[src/rtl/edge_bank_pkg.sv]
package edge_bank_pkg;

  localparam int MODE_BITS = 2;

  typedef enum logic [MODE_BITS-1:0] {
    EDGE_RISE = 2'b00,
    EDGE_FALL = 2'b01,
    EDGE_BOTH = 2'b10,
    EDGE_NONE = 2'b11
  } edge_mode_e;

  // Decide whether a change from prev to cur matches the selected mode.
  function automatic logic edge_match(input edge_mode_e mode,
                                      input logic prev,
                                      input logic cur);
    logic res;
    case (mode)
      EDGE_RISE: res = cur & ~prev;
      EDGE_FALL: res = ~cur & prev;
      EDGE_BOTH: res = cur ^ prev;
      default:   res = 1'b0;
    endcase
    return res;
  endfunction

endpackage

[src/rtl/edge_bank_regs.sv]
module edge_bank_regs
  import edge_bank_pkg::*;
#(
  parameter int                 NUM_LINES = 256,
  parameter int                 DATA_W    = 32,
  parameter int                 ADDR_W    = 12,
  parameter logic [ADDR_W-1:0]  MODE_BASE = 12'h808,
  parameter logic [ADDR_W-1:0]  MASK_BASE = 12'h848
) (
  input  logic                            clk,
  input  logic                            rst,
  input  logic                            wr_en_i,
  input  logic                            rd_en_i,
  input  logic [ADDR_W-1:0]               addr_i,
  input  logic [DATA_W-1:0]               wdata_i,
  output logic [DATA_W-1:0]               rdata_o,
  output logic [NUM_LINES*MODE_BITS-1:0]  mode_flat_o,
  output logic [NUM_LINES-1:0]            mask_flat_o
);

  localparam int MODE_WORDS = (NUM_LINES * MODE_BITS) / DATA_W;
  localparam int MASK_WORDS = NUM_LINES / DATA_W;
  localparam int MODE_IDX_W = (MODE_WORDS > 1) ? $clog2(MODE_WORDS) : 1;
  localparam int MASK_IDX_W = (MASK_WORDS > 1) ? $clog2(MASK_WORDS) : 1;
  localparam int BYTES_W    = DATA_W / 8;
  localparam logic [ADDR_W-1:0] MODE_SPAN = ADDR_W'(MODE_WORDS * BYTES_W);
  localparam logic [ADDR_W-1:0] MASK_SPAN = ADDR_W'(MASK_WORDS * BYTES_W);

  logic [DATA_W-1:0] mode_mem [MODE_WORDS];
  logic [DATA_W-1:0] mask_mem [MASK_WORDS];

  logic [ADDR_W-1:0]     mode_off, mask_off;
  logic                  aligned, mode_hit, mask_hit;
  logic [MODE_IDX_W-1:0] mode_idx;
  logic [MASK_IDX_W-1:0] mask_idx;
  logic [DATA_W-1:0]     rd_word;
  logic [DATA_W-1:0]     rdata_q;

  // Address decode: both ranges are word aligned and bounded.
  assign mode_off = addr_i - MODE_BASE;
  assign mask_off = addr_i - MASK_BASE;
  assign aligned  = (addr_i[1:0] == 2'b00);
  assign mode_hit = aligned && (addr_i >= MODE_BASE) && (mode_off < MODE_SPAN);
  assign mask_hit = aligned && (addr_i >= MASK_BASE) && (mask_off < MASK_SPAN);
  assign mode_idx = mode_off[2 +: MODE_IDX_W];
  assign mask_idx = mask_off[2 +: MASK_IDX_W];

  // Mode words.
  always_ff @(posedge clk) begin
    if (rst) begin
      for (int w = 0; w < MODE_WORDS; w++) mode_mem[w] <= '0;
    end else if (wr_en_i && mode_hit) begin
      mode_mem[mode_idx] <= wdata_i;
    end
  end

  // Mask words.
  always_ff @(posedge clk) begin
    if (rst) begin
      for (int w = 0; w < MASK_WORDS; w++) mask_mem[w] <= '0;
    end else if (wr_en_i && mask_hit) begin
      mask_mem[mask_idx] <= wdata_i;
    end
  end

  // Read mux; unmapped offsets give zero.
  always_comb begin
    rd_word = '0;
    if (mode_hit)      rd_word = mode_mem[mode_idx];
    else if (mask_hit) rd_word = mask_mem[mask_idx];
  end

  // Registered read data; the read sees the word as held before the edge.
  always_ff @(posedge clk) begin
    if (rst)          rdata_q <= '0;
    else if (rd_en_i) rdata_q <= rd_word;
  end
  assign rdata_o = rdata_q;

  // Flatten the words so that line r's field lands at bit 2r / bit r.
  for (genvar w = 0; w < MODE_WORDS; w++) begin : g_mode_flat
    assign mode_flat_o[w*DATA_W +: DATA_W] = mode_mem[w];
  end
  for (genvar w = 0; w < MASK_WORDS; w++) begin : g_mask_flat
    assign mask_flat_o[w*DATA_W +: DATA_W] = mask_mem[w];
  end

  // unmapped reads return zero
  assert_unmapped_read_zero_R3: assert property (@(posedge clk) disable iff (rst)
    (rd_en_i && !mode_hit && !mask_hit) |=> (rdata_o == '0));

  // a mapped mode write lands in the addressed word
  assert_mode_write_lands_R2: assert property (@(posedge clk) disable iff (rst)
    (wr_en_i && mode_hit) |=> (mode_mem[$past(mode_idx)] == $past(wdata_i)));

  // a mapped mask write lands in the addressed word
  assert_mask_write_lands_R2: assert property (@(posedge clk) disable iff (rst)
    (wr_en_i && mask_hit) |=> (mask_mem[$past(mask_idx)] == $past(wdata_i)));

  // read data holds without a read strobe
  assert_rdata_holds_R2: assert property (@(posedge clk) disable iff (rst)
    !rd_en_i |=> $stable(rdata_o));

endmodule

[src/rtl/edge_bank_lane.sv]
module edge_bank_lane
  import edge_bank_pkg::*;
(
  input  logic                 clk,
  input  logic                 rst,
  input  logic                 arm_i,
  input  logic                 line_i,
  input  logic [MODE_BITS-1:0] mode_i,
  input  logic                 mask_i,
  output logic                 hit_o,
  output logic                 evt_o
);

  logic prev_q;
  logic evt_q;

  // Next-cycle event for this line.
  always_comb hit_o = arm_i & ~mask_i & edge_match(edge_mode_e'(mode_i), prev_q, line_i);

  // The previous value tracks the input even while masked.
  always_ff @(posedge clk) begin
    if (rst) begin
      prev_q <= 1'b0;
      evt_q  <= 1'b0;
    end else begin
      prev_q <= line_i;
      evt_q  <= hit_o;
    end
  end
  assign evt_o = evt_q;

  // a masked line stays quiet
  assert_mask_silences_R9: assert property (@(posedge clk) disable iff (rst)
    $past(mask_i) |-> !evt_o);

  // reserved mode never fires
  assert_reserved_silent_R8: assert property (@(posedge clk) disable iff (rst)
    ($past(mode_i) == 2'b11) |-> !evt_o);

  // rising event only on a sampled 0 to 1 change
  assert_rise_change_R5: assert property (@(posedge clk) disable iff (rst)
    (evt_o && $past(mode_i) == 2'b00) |-> ($past(line_i) && !$past(prev_q)));

  // falling event only on a sampled 1 to 0 change
  assert_fall_change_R6: assert property (@(posedge clk) disable iff (rst)
    (evt_o && $past(mode_i) == 2'b01) |-> (!$past(line_i) && $past(prev_q)));

endmodule

[src/rtl/edge_bank_detect.sv]
module edge_bank_detect
  import edge_bank_pkg::*;
#(
  parameter int NUM_LINES = 256
) (
  input  logic                            clk,
  input  logic                            rst,
  input  logic [NUM_LINES-1:0]            line_i,
  input  logic [NUM_LINES*MODE_BITS-1:0]  mode_flat_i,
  input  logic [NUM_LINES-1:0]            mask_flat_i,
  output logic [NUM_LINES-1:0]            evt_o,
  output logic                            any_o
);

  logic                 arm_q;
  logic                 any_q;
  logic [NUM_LINES-1:0] hit_v;

  // Arm flag: holds off events for the first edge after reset.
  always_ff @(posedge clk) begin
    if (rst) arm_q <= 1'b0;
    else     arm_q <= 1'b1;
  end

  for (genvar r = 0; r < NUM_LINES; r++) begin : g_lane
    edge_bank_lane u_lane (
      .clk    (clk),
      .rst    (rst),
      .arm_i  (arm_q),
      .line_i (line_i[r]),
      .mode_i (mode_flat_i[r*MODE_BITS +: MODE_BITS]),
      .mask_i (mask_flat_i[r]),
      .hit_o  (hit_v[r]),
      .evt_o  (evt_o[r])
    );
  end

  // Summary flag registered alongside the lane events.
  always_ff @(posedge clk) begin
    if (rst) any_q <= 1'b0;
    else     any_q <= |hit_v;
  end
  assign any_o = any_q;

  // no event on the first edge after reset release
  assert_quiet_after_reset_R10: assert property (@(posedge clk) disable iff (rst)
    !arm_q |=> (evt_o == '0));

  // the summary flag matches the event vector
  assert_any_tracks_R11: assert property (@(posedge clk) disable iff (rst)
    any_o == (|evt_o));

endmodule

[src/rtl/edge_bank.sv]
module edge_bank
  import edge_bank_pkg::*;
#(
  parameter int                 NUM_LINES = 256,
  parameter int                 DATA_W    = 32,
  parameter int                 ADDR_W    = 12,
  parameter logic [ADDR_W-1:0]  MODE_BASE = 12'h808,
  parameter logic [ADDR_W-1:0]  MASK_BASE = 12'h848
) (
  input  logic                  clk,
  input  logic                  rst,
  input  logic                  reg_wr_en,
  input  logic                  reg_rd_en,
  input  logic [ADDR_W-1:0]     reg_addr,
  input  logic [DATA_W-1:0]     reg_wdata,
  output logic [DATA_W-1:0]     reg_rdata,
  input  logic [NUM_LINES-1:0]  line_in,
  output logic [NUM_LINES-1:0]  event_out,
  output logic                  event_any
);

  logic [NUM_LINES*MODE_BITS-1:0] mode_flat;
  logic [NUM_LINES-1:0]           mask_flat;

  edge_bank_regs #(
    .NUM_LINES (NUM_LINES),
    .DATA_W    (DATA_W),
    .ADDR_W    (ADDR_W),
    .MODE_BASE (MODE_BASE),
    .MASK_BASE (MASK_BASE)
  ) u_regs (
    .clk         (clk),
    .rst         (rst),
    .wr_en_i     (reg_wr_en),
    .rd_en_i     (reg_rd_en),
    .addr_i      (reg_addr),
    .wdata_i     (reg_wdata),
    .rdata_o     (reg_rdata),
    .mode_flat_o (mode_flat),
    .mask_flat_o (mask_flat)
  );

  edge_bank_detect #(
    .NUM_LINES (NUM_LINES)
  ) u_detect (
    .clk         (clk),
    .rst         (rst),
    .line_i      (line_in),
    .mode_flat_i (mode_flat),
    .mask_flat_i (mask_flat),
    .evt_o       (event_out),
    .any_o       (event_any)
  );

  // outputs are quiet in the cycle after a reset edge
  assert_reset_quiet_R1: assert property (@(posedge clk)
    $past(rst) |-> (event_out == '0 && !event_any && reg_rdata == '0));

endmodule

[config.mk]
export PLATFORM = sky130hd
export DESIGN_NAME = edge_bank
export DESIGN_NICKNAME = d
export VERILOG_FILES = /design/src/rtl/edge_bank_pkg.sv /design/src/rtl/edge_bank_regs.sv /design/src/rtl/edge_bank_lane.sv /design/src/rtl/edge_bank_detect.sv /design/src/rtl/edge_bank.sv
export SDC_FILE = /design/constraint.sdc
export NUM_CORES = 2
export LEC_CHECK = 0
export ABC_AREA = 1
export BUFFER_PORTS_ARGS = -buffer_cell sky130_fd_sc_hd__buf_4
export CAP_MARGIN = 5
export CORE_ASPECT_RATIO = 2
export CORE_MARGIN = 1
export CORE_UTILIZATION = 40
export DETAILED_ROUTE_END_ITERATION = 8
export PLACE_DENSITY_LB_ADDON = 0.1
export SLEW_MARGIN = 0
export SYNTH_ARGS = -nofsm -noshare
export SYNTH_HDL_FRONTEND = slang
export SYNTH_SLANG_ARGS = --single-unit
export TNS_END_PERCENT = 10
[constraint.sdc]
create_clock -name clk -period 7.7 [get_ports clk]
set_input_delay 0.77 -clock clk [delete_from_list [all_inputs] [get_ports clk]]
set_output_delay 0.77 -clock clk [all_outputs]
set_load 0.005 [all_outputs]
# After elaboration in Yosys (flattened, before gate mapping)
# Memory sizes are Yosys's and may differ from the RTL's.
# Index checks and enable logic that the tools add are counted.
[totals]
output_inout_bits = 289
memories = 2
in_bits = 304
elab_cells = 3622
reg_bits = 546
ram_bits = 768
[op_classes]
reduce_logical = 266
eq_ne = 512
n_mux = 273
add_sub_neg = 2
bitwise = 2048
n_lt_le_gt_ge = 4
[mem_list]
columns = ["memory", "words", "width", "read_ports", "rd_ports_with_merged_regs", "write_ports", "line_no", "text"]
rows = [
  ["u_regs.mode_mem", 16, 32, 17, 0, 16, "edge_bank_regs.sv:29", "logic [DATA_W-1:0] mode_mem [MODE_WORDS];"],
  ["u_regs.mask_mem", 8, 32, 9, 0, 8, "edge_bank_regs.sv:30", "logic [DATA_W-1:0] mask_mem [MASK_WORDS];"],
]
[ops]
columns = ["cell", "n"]
rows = [
  ["$and A1 B1 Y1", 1024],
  ["$not A1 Y1", 768],
  ["$pmux W1 S3", 256],
  ["$logic_not A2 Y1", 257],
  ["$eq A2 B1 Y1 const B", 256],
  ["$eq A2 B2 Y1 const B", 256],
  ["$reduce_or A256 Y1", 1],
  ["$xor A1 B1 Y1", 256],
  ["$mux W32", 4],
  ["$reduce_or A32 Y1", 2],
  ["$ge A12 B12 Y1 const B", 2],
  ["$sub A12 B12 Y12 const B", 2],
  ["$lt A12 B6 Y1 const B", 1],
  ["$lt A12 B7 Y1 const B", 1],
  ["$mux W1", 11],
  ["$logic_and A1 B1 Y1", 6],
  ["$mux W4", 1],
  ["$mux W3", 1],
]

# Depth between registers and ports, before layout
[logic_depth]
word_depth = 9
mapped_depth = 15

# Modules after synthesis
# Synthesis repeated with hierarchy kept, for this count alone.
[hier_totals]
cells_unflattened = 9621
area_unflattened_um2 = 73131.4
[by_module_without_submodules]
columns = ["module", "area_per_inst_um2", "seq_area_each_um2", "cells_each", "instances"]
rows = [
  ["edge_bank_regs", 36254.8, 23702.7, 3987, 1],
  ["edge_bank_lane", 140.1, 40.0, 21, 256],
  ["edge_bank_detect", 1002.2, 40.0, 258, 1],
]

# Worst setup path before layout
# No wires, ideal clock.
[synth_path]
kind = "input to register"
from = "input port reg_addr[3]"
to = "memory u_regs.mask_mem[0][0] (enable)"
t_arrival_ns = 3.000
t_required_ns = 7.311
n_path_buf = 1
cell_stages = 12
setup_slack_ns = 4.311
path_cell_list = "inv_2 -> ha_1 -> inv_1 -> nand2_1 -> nand2_2 -> inv_1 -> nor4_1 -> nand2_1 -> nor2_4 -> nand3_1 -> buf_2 -> nand2_1"
[synth_rtl]
columns = ["element", "line_no", "text"]
rows = [
  ["from (decl)", "edge_bank.sv:14", "input logic [ADDR_W-1:0] reg_addr,"],
  ["to (decl)", "edge_bank_regs.sv:30", ""],
]

==> impl_metrics.csv <==
group,metric,value,unit
yosys,primary_flip_flop_cell_chosen_by_synthesis_mapping,"edfxtp_1",
timing,timing.max_slew.rel_slack,1.103,%
global_routing,grt_start_max_net_pins,136,
yosys,synth_warnings,0,
worst_setup_path,timing.setup.critical_path_class,"in2reg",
clock_network,path_clk_slew,0.07,ns
timing,slew_violations,0,
yosys,postSynth.asyncResetShare,0,%
final_layout,post_layout_nonfiller_instances,10560,
placed_design,placement.cell_area,72300,um^2
final_layout,nFillCells,16520,
placed_design,placed_cells,10300,
worst_setup_path,crit_required,8.15,ns
final_layout,final_layout_size_suffix_gt1_share,11.40,%
route,routed_wire_length_per_instance,28.97,um
placed_design,gp_congestion,1.100,
global_routing,grt_pass1_vias,54950,
worst_setup_path,timing.critical_path.fanout_max,32,
floorplan,placement_rows,212,
floorplan,core_area,167100,um^2
clock_network,cts.sink_count,1314,
floorplan,dieWidth,292.3,um
final_layout,synthToLayoutAreaGrowth,13.87,%
clock_network,post_cts.resized_instances,0,
clock_network,cts_tree,"yes",
timing,fin_crit_period,4.151,ns
route,vias,56700,
yosys,yosysUniqueCellTypes,31,
yosys,yosys-top-cells-count,"nor2_1, nand2_1, inv_1",
power,p_per_area,221.4,nW/um^2
timing,tns,0,ns
run,timing.max_cap.violations,1,
timing,setup_viol_count_final,0,
global_routing,grt_antenna_before_repair,38,
worst_setup_path,worstSetupEndpointType,"register",
clock_network,cts_max_level,4,
global_routing,grt_pass1_wl,416.2,mm
yosys,avgSynthCellArea,8.371,um^2
placed_design,portBuffers,592,
final_layout,finish.instance_area,76760,um^2
yosys,most_common_cell_in_the_synthesized_netlist,"nor2_1",
status,violations_in_the_final_reports,"max-capacitance violations",
yosys,edff_count_synth,768,
route,postRouteAntennaNets,0,
yosys,netlist.top_cell.by_area,"edfxtp_1",
clock_network,tritoncts.num_buffers,138,
route,drt-initial-drc-count,5930,
timing,rsz0062_at_grt,"no",
clock_network,holdBufCountCts,0,
route,avgViaCountPerCell,5.370,
yosys,yosys_register_bits,1314,
worst_hold_path,holdCritPathClass,"in2reg",
timing,final.period_utilization,53.91,%
placed_design,dp_hpwl,230.5,mm
final_layout,nets,9122,
clock_network,worstSkewPairLatency,0.84,ns
yosys,netlist_top_cells_area,"edfxtp_1, dfxtp_1, ha_1",
floorplan,starting_density_of_the_core,40.34,%
power,total_power,16.99,mW
clock_network,max-clock-path-buffers,4,
clock_network,clock_tree.root_cell,"clkbuf_16",
route,postRouteWirelength,305.9,mm
yosys,synthesis.instances,8053,
power,leakagePower,36.91,nW
timing,timing.final.hold_violations,0,
yosys,area_share_of_the_largest_cell_type_after_synthesis,34.21,%
power,worst_ir_drop_vdd,0.0001696,V
final_layout,post-route-util,45.93,%
yosys,yosysSeqAreaShare,50.43,%
timing,final.setup_skew,0.04801,ns
status,status,"complete, but fails checks",
global_routing,grt.overflow.total,0,
floorplan,floorplan.io_pins,593,
yosys,post_synth_design_cell_area,67410,um^2
global_routing,grt_use_total,35.22,%
worst_setup_path,timing.critical_path.arrival,4.60,ns
route,route.detailed.drc,0,
timing,fmax,240.9,MHz
worst_setup_path,category_of_the_worst_setup_path_launch_point,"input pin",
timing,tightestPinTransition,1.468,ns
floorplan,area_enclosed_by_the_die_boundary,170300,um^2
yosys,synthesis.nets,8873,
floorplan,die_height,582.6,um
route,drt_pass1_iterations,6,
clock_network,post-cts-setup-buffers,0,
layout make-up:
cell class                 instances  area, um^2  share of cell area [%]
antenna                           16       40.04                 0.05216
tap                             2140        2678                   3.488
multi-input combinational       4749       25010                   32.58
clock inverter                    61       574.3                  0.7482
sequential                      1314       34000                   44.29
inverter                        1392        5230                   6.813
clock buffer                     179        3835                   4.996
timing repair buffer             707        5403                   7.038
kinds of logic (layout without fill, tap and decap cells):
kind of cell | Yosys count | count (layout) | share of synthesized area, %
other cells | 0 | 16 | 0
flops | 1314 | 1314 | 50.43
simple gates | 3667 | 3667 | 22.36
fa+ha+maj | 516 | 516 | 9.577
buf+inv | 1990 | 2339 | 12.58
compound gates | 566 | 566 | 5.054
final timing paths:
kind / startpoint / slack, ns / depth (start not counted) / to
setup reg to reg: u_detect.arm_q / 3.86 / 13 / u_detect.any_o
hold reg to reg: u_regs.mode_mem[2][26] / 0.56 / 3 / u_detect.g_lane[45].u_lane.evt_o
setup / recovery: reg_addr[3] / 3.55 / 12 / u_regs.mode_mem[12][29]
hold / removal: line_in[129] / 0.18 / 3 / u_detect.g_lane[129].u_lane.prev_q
flip-flops by register name, indices dropped and copies added, names as in the netlist:
| register | count |
|---|---|
| u_detect.any_o | 1 |
| u_detect.arm_q | 1 |
| u_detect.g_lane.u_lane.evt_o | 256 |
| u_detect.g_lane.u_lane.prev_q | 256 |
| u_regs.mask_mem | 256 |
| u_regs.mode_mem | 512 |
| u_regs.rdata_o | 32 |
worst max-delay path, stage by stage:
cell,delay (ns)
buf_4,0.17
inv_2,0.14
ha_1,0.30
nand3_1,0.12
o21ai_0,0.17
nand2_1,0.37
inv_1,0.18
nand3_1,0.23
nor3_2,1.03
nand2_1,0.46
nand2_1,0.16
buf_4,0.41
layout by cell type, fill, tap and decap left out, types with 8 or more instances in the layout:
master	n
o21ai_1	8
a21oi_1	70
inv_1	1354
clkinv_1	19
bufinv_16	10
nor2_1	1668
buf_4	699
edfxtp_1	768
clkinv_2	20
nand4_1	116
clkbuf_1	25
a31oi_1	15
o2111ai_1	69
nand3_1	253
clkbuf_16	144
nand2_1	1435
nand3b_1	176
clkbuf_8	10
ha_1	516
o21ai_0	182
dfxtp_1	545
diode_2	16
o22ai_1	209
inv_2	36
layer usage:
layer  vias to the layer above  global-route usage (%)  part of all wire (%)
met4                        28                   31.68                    11
met2                      2954                   57.28                    46
met5                         -                       0                 0.058
met3                       873                   6.089                   7.8
li1                      25540                       -                     -
met1                     27300                   39.50                    35
power breakdown:
part	total [mW]	switching [mW]	internal [mW]	leakage [nW]
registers	7.99	0.246	7.74	11.8
clock network	6.87	3.01	3.86	2.17
logic	2.14	1.55	0.591	23.0
per-stage QoR:
stage	hold WS (ns)	worst slack, ns
6_report	0.1827	3.549
5_1_grt	0.1880	3.497
3_5_place_dp	0.5697	2.894
4_1_cts	0.1789	3.709
2_1_floorplan	0.5029	4.311
3_3_place_gp	0.5677	2.909
No activity file was read; power rests on OpenSTA's default activity.
